$ cat src/rtl/eight_op_alu_pkg.sv
package eight_op_alu_pkg;

  typedef enum logic [2:0] {
    OP_ADD  = 3'b000,
    OP_SUB  = 3'b001,
    OP_DBL  = 3'b010,
    OP_LT   = 3'b011,
    OP_MUL4 = 3'b100,
    OP_DIV4 = 3'b101,
    OP_REV  = 3'b110,
    OP_NEG  = 3'b111
  } alu_op_e;

  typedef enum logic [2:0] {
    SEL_SUM = 3'd0,
    SEL_LT  = 3'd1,
    SEL_SHL = 3'd2,
    SEL_SHR = 3'd3,
    SEL_REV = 3'd4
  } res_sel_e;

  typedef struct packed {
    logic     opa_zero;    // first adder operand forced to zero
    logic     opb_from_a;  // second adder operand taken from A
    logic     opb_invert;  // second adder operand inverted
    logic     carry_in;    // adder carry-in
    logic     carry_keep;  // adder carry reported on carry_out
    res_sel_e res_sel;     // output multiplexer select
  } alu_ctl_t;

endpackage

$ cat src/rtl/alu_op_decode.sv
module alu_op_decode
  import eight_op_alu_pkg::*;
(
  input  logic [2:0] op_code,
  output alu_ctl_t   ctl
);

  always_comb begin
    ctl            = '0;
    ctl.res_sel    = SEL_SUM;
    case (op_code)
      OP_ADD: begin
        ctl.carry_keep = 1'b1;
      end
      OP_SUB: begin
        ctl.opb_invert = 1'b1;
        ctl.carry_in   = 1'b1;
        ctl.carry_keep = 1'b1;
      end
      OP_DBL: begin
        ctl.opb_from_a = 1'b1;
        ctl.carry_keep = 1'b1;
      end
      OP_LT: begin
        ctl.opb_invert = 1'b1;
        ctl.carry_in   = 1'b1;
        ctl.res_sel    = SEL_LT;
      end
      OP_MUL4: ctl.res_sel = SEL_SHL;
      OP_DIV4: ctl.res_sel = SEL_SHR;
      OP_REV:  ctl.res_sel = SEL_REV;
      OP_NEG: begin
        ctl.opa_zero   = 1'b1;
        ctl.opb_invert = 1'b1;
        ctl.carry_in   = 1'b1;
      end
      default: ctl.res_sel = SEL_SUM;
    endcase
  end

endmodule

$ cat src/rtl/alu_addsub.sv
module alu_addsub #(
  parameter int DATA_W = 8
) (
  input  logic [DATA_W-1:0] a_val,
  input  logic [DATA_W-1:0] b_val,
  input  logic              opa_zero,
  input  logic              opb_from_a,
  input  logic              opb_invert,
  input  logic              carry_in,
  output logic [DATA_W-1:0] sum,
  output logic              cout
);

  localparam int SUM_W = DATA_W + 1;

  logic [DATA_W-1:0] opa;
  logic [DATA_W-1:0] opb_raw;
  logic [DATA_W-1:0] opb;
  logic [SUM_W-1:0]  total;

  always_comb begin
    opa     = opa_zero   ? '0    : a_val;
    opb_raw = opb_from_a ? a_val : b_val;
    opb     = opb_invert ? ~opb_raw : opb_raw;
    total   = {1'b0, opa} + {1'b0, opb} + {{DATA_W{1'b0}}, carry_in};
    sum     = total[DATA_W-1:0];
    cout    = total[SUM_W-1];
  end

endmodule

$ cat src/rtl/alu_shift_rev.sv
module alu_shift_rev #(
  parameter int DATA_W    = 8,
  parameter int SHIFT_AMT = 2
) (
  input  logic [DATA_W-1:0] a_val,
  output logic [DATA_W-1:0] shl,
  output logic [DATA_W-1:0] shr,
  output logic [DATA_W-1:0] rev
);

  localparam int TOP = DATA_W - 1;

  assign shl = a_val << SHIFT_AMT;
  assign shr = a_val >> SHIFT_AMT;

  for (genvar i = 0; i < DATA_W; i++) begin : g_rev
    assign rev[i] = a_val[TOP-i];
  end

endmodule

$ cat src/rtl/eight_op_alu.sv
module eight_op_alu
  import eight_op_alu_pkg::*;
#(
  parameter int DATA_W    = 8,
  parameter int SHIFT_AMT = 2
) (
  input  logic [DATA_W-1:0] a_in,
  input  logic [DATA_W-1:0] b_in,
  input  logic [2:0]        op_sel,
  output logic [DATA_W-1:0] result,
  output logic              carry_out,
  output logic              zero_flag
);

  localparam int PAD_W = DATA_W - 1;

  alu_ctl_t          ctl;
  logic [DATA_W-1:0] sum;
  logic              cout;
  logic [DATA_W-1:0] shl;
  logic [DATA_W-1:0] shr;
  logic [DATA_W-1:0] rev;
  logic [DATA_W-1:0] chk_back;

  alu_op_decode u_decode (
    .op_code (op_sel),
    .ctl     (ctl)
  );

  alu_addsub #(.DATA_W(DATA_W)) u_addsub (
    .a_val      (a_in),
    .b_val      (b_in),
    .opa_zero   (ctl.opa_zero),
    .opb_from_a (ctl.opb_from_a),
    .opb_invert (ctl.opb_invert),
    .carry_in   (ctl.carry_in),
    .sum        (sum),
    .cout       (cout)
  );

  alu_shift_rev #(.DATA_W(DATA_W), .SHIFT_AMT(SHIFT_AMT)) u_shift (
    .a_val (a_in),
    .shl   (shl),
    .shr   (shr),
    .rev   (rev)
  );

  always_comb begin
    case (ctl.res_sel)
      SEL_SUM: result = sum;
      SEL_LT:  result = {{PAD_W{1'b0}}, ~cout};
      SEL_SHL: result = shl;
      SEL_SHR: result = shr;
      SEL_REV: result = rev;
      default: result = sum;
    endcase
  end

  assign carry_out = ctl.carry_keep & cout;
  assign zero_flag = ~|result;

  // Adding B back onto the result recovers A for subtract and zero for negate.
  assign chk_back = result + b_in;

  always_comb begin
    if (op_sel == OP_SUB)
      assert_sub_inverse_R2: assert (chk_back == a_in);
    if (op_sel == OP_NEG)
      assert_neg_cancels_R8: assert (chk_back == '0);
    if (op_sel == OP_LT)
      assert_lt_boolean_R4: assert (result[DATA_W-1:1] == '0);
    if (op_sel == OP_DBL)
      assert_dbl_carry_R3: assert (result[0] == 1'b0 && carry_out == a_in[DATA_W-1]);
    if (op_sel == OP_MUL4)
      assert_shl_low_clear_R5: assert (result[SHIFT_AMT-1:0] == '0);
    if (op_sel == OP_DIV4)
      assert_shr_top_clear_R6: assert (result[DATA_W-1:DATA_W-SHIFT_AMT] == '0);
    if (op_sel[2] || op_sel == OP_LT)
      assert_carry_quiet_R10: assert (carry_out == 1'b0);
    if (zero_flag)
      assert_zero_result_R9: assert (result == '0);
  end

endmodule

$ cat config.mk
export PLATFORM = sky130hd
export DESIGN_NAME = eight_op_alu
export DESIGN_NICKNAME = d
export VERILOG_FILES = /design/src/rtl/eight_op_alu_pkg.sv /design/src/rtl/alu_op_decode.sv /design/src/rtl/alu_addsub.sv /design/src/rtl/alu_shift_rev.sv /design/src/rtl/eight_op_alu.sv
export SDC_FILE = /design/constraint.sdc
export NUM_CORES = 1
export LEC_CHECK = 0
export BUFFER_PORTS_ARGS = -buffer_cell sky130_fd_sc_hd__buf_2
export CAP_MARGIN = 30
export CORE_MARGIN = 5
export CORE_UTILIZATION = 60
export DETAILED_ROUTE_END_ITERATION = 8
export PLACE_DENSITY = 0.91
export SLEW_MARGIN = 20
export SYNTH_ARGS = -nofsm -noshare
export SYNTH_HDL_FRONTEND = slang
export SYNTH_SLANG_ARGS = --single-unit
$ cat constraint.sdc
create_clock -name vclk -period 5.7
set_input_delay 0.57 -clock vclk [all_inputs]
set_output_delay 0.57 -clock vclk [all_outputs]
set_load 0.02 [all_outputs]
# Word level (Yosys, flattened, before mapping)
# Cells that the tools add are included.
# totals
reg_bits	0
latch_bits	0
mem_bits_rw	0
mem_bits_ro	0
in_bits	19
output_inout_bits	10
wordCells	30
mem_count	0
# op_classes
addsub	2
multipliers	0
div	0
order_cmp	0
eq_ne	11
n_shift	0
n_mux	9
bitwise	3
reduce_logical	5
# op_table
op	n
8-bit case mux with 4 select lines	1
8-bit 2-to-1 mux	3
3-bit equality test, second input constant	5
3-bit by 2-bit equality test with 1-bit output, second input constant	4
3-bit case mux with 4 select lines	1
8-bit by 8-bit adder with 9-bit output	1
9-bit by 1-bit adder with 9-bit output	1
8-bit NOT	1
8-bit OR reduction	1
3-bit by 1-bit equality test with 1-bit output, second input constant	2
3-bit OR reduction	2
3-bit logical NOT	1
1-bit 2-to-1 mux	3
2-bit 2-to-1 mux	1
1-bit AND	1
1-bit logical NOT	1
1-bit NOT	1

# Logic depth before layout (Yosys ltp)
# Gate-level depths: netlist (run 1).
# logic_depth
ltp_word	11
ltp_mapped	14
ltp_nobuf	11

# Modules after synthesis
# A second synthesis (run 1) with hierarchy kept.
# unflattened
hier_cells	177
hier_area_um2	1336.3
# modules_own_cells
mod	n_inst	cells_each	area_per_inst_um2	seq_area_each_um2
alu_addsub	1	72	590.6	0.0
eight_op_alu	1	71	496.7	0.0
alu_shift_rev	1	25	183.9	0.0
alu_op_decode	1	9	65.1	0.0

# Least setup slack after synthesis (run 1)
# Ideal clock, no wire load.
# synth_timing
path_kind	in2out
startpoint	input port op_sel[1]
endpoint	output port zero_flag
t_arrival_ns	3.550
required_ns	5.130
setup_slack_ns	1.580
path_stages	14
n_path_buf	3
path_cell_list	buf_6 > buf_2 > clkbuf_1 > nor2_1 > a21oi_1 > nor2_1 > a211oi_1 > ha_1 > a21o_1 > a221oi_2 > xor2_1 > o22ai_1 > nand4bb_1 > nor4_2
# synth_between
word_cells_on_any_way	26
classes_between	add/sub (2); eq/ne (11); mux (8); bitwise (2); reduce/logical (3)
# synth_rtl
element	line_no	text
start, declared	eight_op_alu.sv:9	input logic [2:0] op_sel,
3-bit by 2-bit equality test with 1-bit output	alu_op_decode.sv:11	case (op_code)
1-bit 2-to-1 mux	alu_op_decode.sv:11	
8-bit 2-to-1 mux	alu_addsub.sv:23	opb_raw = opb_from_a ? a_val : b_val;
8-bit NOT	alu_addsub.sv:24	opb = opb_invert ? ~opb_raw : opb_raw;
8-bit 2-to-1 mux	alu_addsub.sv:24	
8-bit by 8-bit adder with 9-bit output	alu_addsub.sv:25	total = {1'b0, opa} + {1'b0, opb} + {{DATA_W{1'b0}}, carry_in};
9-bit by 1-bit adder with 9-bit output	alu_addsub.sv:25	
8-bit case mux with 4 select lines *	eight_op_alu.sv:49	case (ctl.res_sel)
named net result[6]	eight_op_alu.sv:10	output logic [DATA_W-1:0] result,
8-bit OR reduction *	eight_op_alu.sv:60	assign zero_flag = ~|result;
1-bit logical NOT *	eight_op_alu.sv:60	
end, declared	eight_op_alu.sv:12	output logic zero_flag
# Mark *: on every way through the listed nets, which the timed path passes. The rest lies on a longest branch.

# Worst setup path in the final report (run 1)
# layout_timing
startpoint	input port op_sel[0]
endpoint	output port zero_flag
# layout_between
elab_chain_len	11
word_cells_on_any_way	26
classes_between	add/sub (2); eq/ne (11); mux (8); bitwise (2); reduce/logical (3)
# layout_lines
element	line_no	text
3-bit by 2-bit equality test with 1-bit output	alu_op_decode.sv:11	
1-bit 2-to-1 mux	alu_op_decode.sv:11	
8-bit 2-to-1 mux	alu_addsub.sv:23	
8-bit NOT	alu_addsub.sv:24	
8-bit 2-to-1 mux	alu_addsub.sv:24	
8-bit by 8-bit adder with 9-bit output	alu_addsub.sv:25	
9-bit by 1-bit adder with 9-bit output	alu_addsub.sv:25	
1-bit NOT	eight_op_alu.sv:51	SEL_LT: result = {{PAD_W{1'b0}}, ~cout};
8-bit case mux with 4 select lines *	eight_op_alu.sv:49	
8-bit OR reduction *	eight_op_alu.sv:60	
1-bit logical NOT *	eight_op_alu.sv:60	
# Every way passes the cells marked *; elsewhere a longest branch is shown, timed or not.

==> impl_metrics.py, run 1 <==
metrics = {
    "run_status": {
        "status": "complete, no violations",
    },
    "layout": {
        "n_fill_cell": 125,
        "final-seq-area_um2": 0,
        "fin_nets": 191,
        "syn_to_final_growth_pct": 11.5,
        "final_cells": 178,
        "clockBufferCount": 0,
        "num_antenna_cells": 0,
        "drive_above_1_share_pct": 22.8,
        "seq_cell_count": 0,
    },
    "worst_setup_path": {
        "crit_top_cell": "buf_2",
        "critPathMaxFanout": 29,
        "crit_required_ps": 5130,
        "end_kind": "output pin",
        "cp.arrival_ps": 3860,
        "critPathKind": "in2out",
        "slowest_stage": "a21oi_1",
        "worst_setup_path_start_kind": "input port",
        "path_cells": "buf_2, nand2_1, a21oi_1, nor2_1, a211oi_1, ha_1, a21o_1, a221oi_2, xor2_1, o22ai_1, nand4bb_1, nor4_2, buf_2",
        "cp_slowest_stage_delay_ps": 530,
    },
    "sta": {
        "setup_viol": 0,
        "report.final.slew_viol_count": 0,
        "worst_pin_slew_ps": 564,
        "timing.fmax_mhz": 226,
        "slew_headroom_pct": 62.4,
        "period_share_pct": 77.8,
        "hold_viol": 0,
        "fin_crit_ps": 4430,
        "tns_ps": 0,
        "grt_setup_unrepaired": "false",
    },
    "clocking": {
        "cts_hold_buf": 0,
        "cts_setup_buffers": 0,
        "cts_resized": 0,
    },
    "synth": {
        "ys_seq_area_share_pct": 0,
        "synth_cells": 142,
        "synth_area_leaders": "a211oi_1 9.2%, ha_1 8.9%, nor2_1 7.3%, a21oi_1 6.6%, nor3b_1 5.4%",
        "synthTopCellsByCount": "19 x nor2_1, 13 x a21oi_1, 12 x a211oi_1",
        "yosys_warnings": 0,
        "yosysTopAreaCell": "a211oi_1",
        "syn_area_um2": 981,
        "yosysTopAreaCellShare_pct": 9.18,
        "syn_nets": 169,
        "synth_area_per_cell_um2": 6.91,
        "ys_types": 46,
        "synth.most_common_cell": "nor2_1",
    },
    "drt": {
        "via_per_inst": 6.62,
        "drtIter0Drc": 44,
        "first_pass_iters": 4,
        "wl_um": 2910,
        "drcViolationCount": 0,
        "drtAntennaViolNets": 0,
        "num_vias": 1178,
        "wire_per_inst_um": 16.4,
    },
    "place": {
        "dp_hpwl_um": 2340,
        "io_buffers": 29,
        "dp_cells": 178,
        "gp_congestion": 0.976,
    },
    "global_routing": {
        "grt_overflow_total": 0,
        "grt_max_degree": 30,
        "grt_usage_pct": 22.0,
        "grt_pass1_vias": 1067,
        "antenna_found_initial": 0,
        "grt_pass1_wl_um": 4670,
    },
    "floorplanning": {
        "die_x_um": 50.4,
        "die-area_um2": 2540,
        "core_um2": 1520,
        "die_y_um": 50.4,
        "start_util_pct": 64.4,
        "placementRows": 14,
        "ios": 29,
    },
    "flow_run": {
        "cap_violations": 0,
    },
    "pwr": {
        "ir_drop_mv": 0.112,
        "p_leak_nw": 0.466,
        "p_per_area_nw_per_um2": 143,
    },
    "hold_path": {
        "worstHoldPathType": "in2out",
    },
}
cells in the final DEF (no fill, tap or decap), types with 3 or more instances in the layout:
cell type  instances
o21ai_0            6
nand2_1            3
and2_1             7
buf_2             29
nor2_1            19
mux2i_1            3
nor3b_1            7
nand3_1            3
ha_1               7
inv_1              6
nor3_1             3
a21oi_1           13
xnor2_1            4
a21o_1             5
a211oi_1          12
cells by family after synthesis:
kind of cell	share of synthesized area, %
simple gates	32.7
compound gates	39.2
buf+inv	7.65
fa+ha+maj	11.0
xor+xnor	5.36
mux	4.21
metrics by stage:
stage	util [%]	worst slack (ps)	power, mW	hold slack (ps)	area, um2
after floorplan	-	1580	0.114	1430	981
final	71.8	1270	0.156	1690	1090
after CTS	71.8	1380	0.154	1670	1090
after global placement	71.8	1470	0.153	1670	1090
after detailed placement	71.8	1400	0.153	1670	1090
after global routing	71.8	1120	0.169	1710	1090
metal layers:
layer | global-route usage [%] | vias to the layer above | part of all wire (%)
met3 | 1.78 | 7 | 8.5
li1 | - | 577 | -
met1 | 32.1 | 530 | 42
met5 | 0 | - | 0
met2 | 35.1 | 64 | 47
met4 | 4.26 | 0 | 2.1
path summary, 6_finish.rpt:
kind	from	endpoint	slack, ps	cells past startpoint
setup / recovery	op_sel[0]	zero_flag	1270	13
hold / removal	a_in[1]	result[6]	1690	4
final cells by class:
cell class | instances | area, um2 | area share (%)
inverters | 6 | 22.5 | 2.06
multi-input cells | 127 | 906 | 82.8
well taps | 16 | 20.0 | 1.83
repair buffers | 29 | 145 | 13.3
report_power, final:
group          switching, mW  total, mW  internal [mW]
Sequential                 0          0              0
Combinational         0.0941      0.156         0.0618
Clock                      0          0              0
worst max-delay path: cells and delay by family:
| kind | cells | cell delay (ps) |
|---|---|---|
| xor gates and xnor gates | 1 | 170 |
| AOI/OAI and AO/OA | 5 | 1460 |
| buffers and inverters | 2 | 590 |
| adders and majority gates | 1 | 340 |
| and+or+nand+nor | 4 | 720 |
Power figures use the tool's default switching activity.
==> run 2: changes to the inputs <==
--- a/config.mk
+++ b/config.mk
@@ -8,9 +8,9 @@
 export BUFFER_PORTS_ARGS = -buffer_cell sky130_fd_sc_hd__buf_2
 export CAP_MARGIN = 30
 export CORE_MARGIN = 5
-export CORE_UTILIZATION = 60
+export CORE_UTILIZATION = 50
 export DETAILED_ROUTE_END_ITERATION = 8
-export PLACE_DENSITY = 0.91
+export PLACE_DENSITY = 0.81
 export SLEW_MARGIN = 20
 export SYNTH_ARGS = -nofsm -noshare
 export SYNTH_HDL_FRONTEND = slang
==> constraint.sdc (replaced) <==
create_clock -name vclk -period 3.7
set_input_delay 0.37 -clock vclk [all_inputs]
set_output_delay 0.37 -clock vclk [all_outputs]
set_load 0.02 [all_outputs]
==> impl_metrics.py, run 2 (synthesis results as in run 1) <==
metrics = {
    "run_status": {
        "status": "complete, no violations",
    },
    "sta": {
        "slew_headroom_pct": 62.4,
        "tns_ps": 0,
        "worst_pin_slew_ps": 559,
        "report.final.slew_viol_count": 0,
        "hold_viol": 0,
        "whs_ps": 1230,
        "grt_setup_unrepaired": "false",
        "period_share_pct": 94.4,
        "setup_viol": 0,
        "timing.fmax_mhz": 286,
        "fin_crit_ps": 3490,
    },
    "worst_setup_path": {
        "cp_slowest_stage_delay_ps": 480,
        "crit_required_ps": 3330,
        "path_buf_inv": 3,
        "end_kind": "output pin",
        "critPathMaxFanout": 17,
        "slowest_stage": "fa_1",
        "cp.arrival_ps": 3120,
        "worst_setup_path_start_kind": "input port",
        "critPathKind": "in2out",
        "path_cells": "clkbuf_4, buf_6, nor3b_1, a21oi_1, nor2_1, a211oi_1, fa_1, a21o_1, a221oi_2, xor2_1, o22ai_1, nand4bb_1, nor4_4, buf_4",
        "crit_family": "compound AO/OA/AOI/OAI gates",
    },
    "pwr": {
        "ir_drop_mv": 0.110,
        "p_per_area_nw_per_um2": 217,
        "combPwrFrac_pct": 100.0,
        "pwr-share-clk_pct": 0,
        "switching_share_pct": 60.0,
        "seqPwrFrac_pct": 0,
        "netSwitchingPower_uw": 153,
        "internal-power_uw": 102,
        "p_leak_nw": 0.496,
    },
    "layout": {
        "final-seq-area_um2": 0,
        "n_fill_cell": 193,
        "num_antenna_cells": 0,
        "mostFrequentLayoutCells": "26 x buf_2, 19 x nor2_1, 12 x a21oi_1, 12 x a211oi_1",
        "fin_nets": 196,
        "clockBufferCount": 0,
        "layout_commonest_cell": "buf_2",
        "seq_cell_count": 0,
        "drive_above_1_share_pct": 26.3,
        "multi_input_area_um2": 925,
        "syn_to_final_growth_pct": 20.2,
    },
    "drt": {
        "wl_um": 3050,
        "drcViolationCount": 0,
        "first_pass_iters": 4,
        "num_vias": 1164,
        "drtAntennaViolNets": 0,
        "via_per_inst": 6.00,
        "wire_per_inst_um": 15.7,
        "drtIter0Drc": 20,
    },
    "global_routing": {
        "grt_use_met3_pct": 0.545,
        "grt_pass1_vias": 1116,
        "grt_overflow_total": 0,
        "grt_max_degree": 18,
        "met2_usage_pct": 38.0,
        "grt.busiest_layer": "met2",
        "grt_pass1_wl_um": 4940,
        "grt_util_met1_pct": 30.0,
        "antenna_found_initial": 0,
        "grt_usage_pct": 21.6,
    },
    "place": {
        "gp_congestion": 0.971,
        "io_buffers": 29,
        "dp_hpwl_um": 2410,
    },
    "floorplanning": {
        "placementRows": 16,
        "die-area_um2": 2950,
        "ios": 29,
        "core_um2": 1920,
        "die_y_um": 54.3,
        "die_x_um": 54.3,
        "start_util_pct": 51.0,
    },
    "flow_run": {
        "cap_violations": 0,
    },
    "clocking": {
        "cts_setup_buffers": 0,
    },
    "hold_path": {
        "worstHoldPathType": "in2out",
    },
}
[run 2: changes by cell type in the layout (fill, tap and decap cells not counted)]
cell,delta
nor4_4,+1
buf_6,+2
clkbuf_4,+2
a221oi_2,+1
buf_4,+4
nor4_2,-1
buf_2,-3
a21oi_2,+1
a221oi_1,-1
a21oi_1,-1
[run 2: final timing paths]
check / cells past startpoint / startpoint / end / slack [ps]
min: 3 / op_sel[0] / result[3] / 1230
max: 14 / op_sel[1] / zero_flag / 210
[run 2: power groups by stage]
stage               sequential, mW  clock (mW)  combinational [mW]
global placement                 0           0               0.245
CTS                              0           0               0.250
global route                     0           0               0.277
detailed placement               0           0               0.247
finish                           0           0               0.256
floorplan                        0           0               0.181
[run 2: through the flow]
step                      utilization, %  std cells  power, mW  instance area [um2]  setup slack [ps]
after floorplan                        -        142      0.181                  996              56.3
after global placement              60.4        194      0.245                 1160               235
after detailed placement            60.4        194      0.247                 1160               157
after CTS                           60.4        194      0.250                 1160               140
after global routing                61.3        194      0.277                 1180              14.6
final                               61.3        194      0.256                 1180               209
[run 2: final cells by class]
type                       instances  share of cell area (%)
multi-input combinational        127                    78.5
timing repair buffer              34                    16.8
tap                               27                    2.87
inverter                           6                    1.91
[run 2: what timing repair did]
item | 4_1_cts | 5_1_grt
setup endpoints to repair | 0 | 1
resized for setup | 0 | 6
hold buffers | 0 | 0
[run 2: layer usage]
layer  vias up  share of wire [%]
li1        589                  -
met1       531                 46
met2        42                 46
met3         2                6.2
met4         0               0.79
met5         -                  0
[run 2: tightest hold or removal path: stages]
cell      delay [ps]
clkbuf_4         200
a221oi_2         110
buf_2            170
==> run 3: changes to the inputs <==
--- a/config.mk
+++ b/config.mk
@@ -5,12 +5,13 @@
 export SDC_FILE = /design/constraint.sdc
 export NUM_CORES = 1
 export LEC_CHECK = 0
+export ABC_AREA = 1
 export BUFFER_PORTS_ARGS = -buffer_cell sky130_fd_sc_hd__buf_2
 export CAP_MARGIN = 30
 export CORE_MARGIN = 5
 export CORE_UTILIZATION = 50
 export DETAILED_ROUTE_END_ITERATION = 8
-export PLACE_DENSITY = 0.81
+export PLACE_DENSITY = 0.82
 export SLEW_MARGIN = 20
 export SYNTH_ARGS = -nofsm -noshare
 export SYNTH_HDL_FRONTEND = slang
==> constraint.sdc (replaced) <==
create_clock -name vclk -period 3.7
set_input_delay 0.555 -clock vclk [all_inputs]
set_output_delay 0.555 -clock vclk [all_outputs]
set_load 0.02 [all_outputs]
==> impl_metrics.py, run 3 <==
metrics = {
    "run_status": {
        "status": "complete, no violations",
    },
    "worst_setup_path": {
        "critPathKind": "in2out",
        "critPathMaxFanout": 8,
        "crit_top_cell": "nand2_1",
        "cp_slowest_stage_delay_ps": 390,
        "path_cells": "buf_2, nand2_2, nand2_2, nand3_2, and2_1, fa_1, nand3_1, nand2_1, a21oi_1, xor2_1, nand2_1, nand2_1, nor2_1, nand3_1, nor2_1, buf_2",
        "path_buf_inv": 2,
        "end_kind": "output pin",
        "crit_path_start": "op_sel[2]",
        "worst_setup_path_start_kind": "input port",
        "crit_family": "simple AND/OR/NAND/NOR gates",
        "cp.arrival_ps": 2870,
        "crit_required_ps": 3140,
        "slowest_stage": "fa_1",
    },
    "global_routing": {
        "grt_max_degree": 11,
        "grt_usage_pct": 20.9,
        "grt_pass1_vias": 1075,
        "antenna_found_initial": 0,
        "grt_overflow_total": 0,
        "grt_pass1_wl_um": 4540,
    },
    "place": {
        "dp_cells": 220,
        "dp_slack_ps": 233,
        "dp_hpwl_um": 2300,
        "gp_congestion": 0.955,
        "io_buffers": 29,
        "post_dp_cell_area_um2": 1090,
    },
    "synth": {
        "synthTopCellsByCount": "47 x nand2_1, 30 x inv_1, 11 x nand3_1",
        "syn_area_um2": 908,
        "ys_seq_area_share_pct": 0,
        "synth.most_common_cell": "nand2_1",
        "synth_area_leaders": "nand2_1 19%, inv_1 12%, ha_1 9.6%, xor2_1 8.7%, nand3_1 6.1%",
        "yosysTopAreaCellShare_pct": 19.4,
        "synth_area_per_cell_um2": 5.47,
        "yosys_warnings": 0,
        "yosysTopAreaCell": "nand2_1",
        "syn_nets": 193,
        "synth_cells": 166,
        "ys_types": 30,
    },
    "sta": {
        "setup_viol": 0,
        "tns_ps": 0,
        "fin_ws_ps": 278,
        "grt_setup_unrepaired": "false",
        "slew_headroom_pct": 79.4,
        "report.final.slew_viol_count": 0,
        "timing.fmax_mhz": 292,
        "fin_crit_ps": 3420,
        "whs_ps": 1520,
        "period_share_pct": 92.5,
        "hold_viol": 0,
        "worst_pin_slew_ps": 308,
    },
    "drt": {
        "wl_met2_um": 1310,
        "dr_wl_met3_um": 229,
        "wl_um": 2650,
        "drtIter0Drc": 45,
        "m1WireLength_um": 1110,
        "drcViolationCount": 0,
        "via_per_inst": 5.28,
        "first_pass_iters": 4,
        "wire_per_inst_um": 12.1,
        "num_vias": 1161,
        "drtAntennaViolNets": 0,
        "highest_layer": "met3",
    },
    "pwr": {
        "switching_share_pct": 63.0,
        "ir_drop_mv": 0.146,
        "pwr-share-clk_pct": 0,
        "internal-power_uw": 96.7,
        "p_leak_nw": 0.692,
        "p_total_uw": 261,
        "seqPwrFrac_pct": 0,
        "p_per_area_nw_per_um2": 238,
        "combPwrFrac_pct": 100.0,
        "netSwitchingPower_uw": 165,
    },
    "layout": {
        "seq_cell_count": 0,
        "n_fill_cell": 198,
        "mostFrequentLayoutCells": "47 x nand2_1, 30 x inv_1, 29 x buf_2, 11 x nand3_1, 9 x xor2_1",
        "drive_above_1_share_pct": 26.2,
        "final_util_pct": 63.6,
        "design_area_um2": 1100,
        "num_antenna_cells": 0,
        "layout_commonest_cell": "nand2_1",
        "fin_nets": 224,
        "syn_to_final_growth_pct": 20.9,
        "final-seq-area_um2": 0,
        "clockBufferCount": 0,
        "final_cells": 220,
    },
    "hold_path": {
        "worstHoldPathType": "in2out",
        "hp-start": "op_sel[2]",
        "whs_path_depth": 3,
        "whs_endpoint": "carry_out",
    },
    "clocking": {
        "cts_resized": 0,
        "cts_setup_buffers": 0,
        "cts_hold_buf": 0,
    },
    "floorplanning": {
        "die-area_um2": 2770,
        "start_util_pct": 52.6,
        "core_um2": 1730,
        "die_y_um": 52.6,
        "die_x_um": 52.6,
        "ios": 29,
        "placementRows": 15,
    },
    "flow_run": {
        "cap_violations": 0,
    },
}
run 3: changes by cell type after synthesis, sizes merged, moves of 4 or more:
cell,previous run,this run
nand2,3,53
inv,6,37
nand3,3,16
nor2,19,6
a211oi,12,1
a21oi,13,6
and2,8,1
nor3b,7,0
xor2,2,9
buf,7,1
xnor2,4,0
run 3: layout make-up:
type / instances / area [um2] / area share [%]
Tap cell: 25 / 31.3 / 2.85
Timing Repair Buffer: 30 / 156 / 14.2
Inverter: 37 / 139 / 12.6
Multi-Input combinational cell: 128 / 772 / 70.3
run 3: cell families (layout without fill, tap and decap cells):
| logic type | count (synthesis) | in the layout | share of synthesized area, % |
|---|---|---|---|
| XOR/XNOR | 9 | 9 | 8.68 |
| AO/OA/AOI/OAI | 28 | 28 | 20.2 |
| multiplexers | 1 | 1 | 1.10 |
| buffers and inverters | 38 | 67 | 15.8 |
| adder cells (fa/ha/maj) | 8 | 8 | 11.8 |
| AND/OR/NAND/NOR | 82 | 82 | 42.3 |
run 3: power groups by stage:
stage | logic (mW) | clock network [mW] | registers [mW]
after floorplan | 0.191 | 0 | 0
after global placement | 0.255 | 0 | 0
after detailed placement | 0.260 | 0 | 0
after CTS | 0.261 | 0 | 0
after global routing | 0.295 | 0 | 0
final | 0.261 | 0 | 0
run 3: worst max path at each step:
stage,endpoint,cells past startpoint
global placement,zero_flag,20
detailed placement,zero_flag,19
floorplan,zero_flag,16
CTS,zero_flag,19
finish,zero_flag,16
global route,zero_flag,18
run 3: per-layer routing:
metal / global-route usage (%) / vias up
met3: 0.570 / 0
met5: 0 / -
met4: 2.13 / 0
li1: - / 596
met2: 38.0 / 49
met1: 27.8 / 516
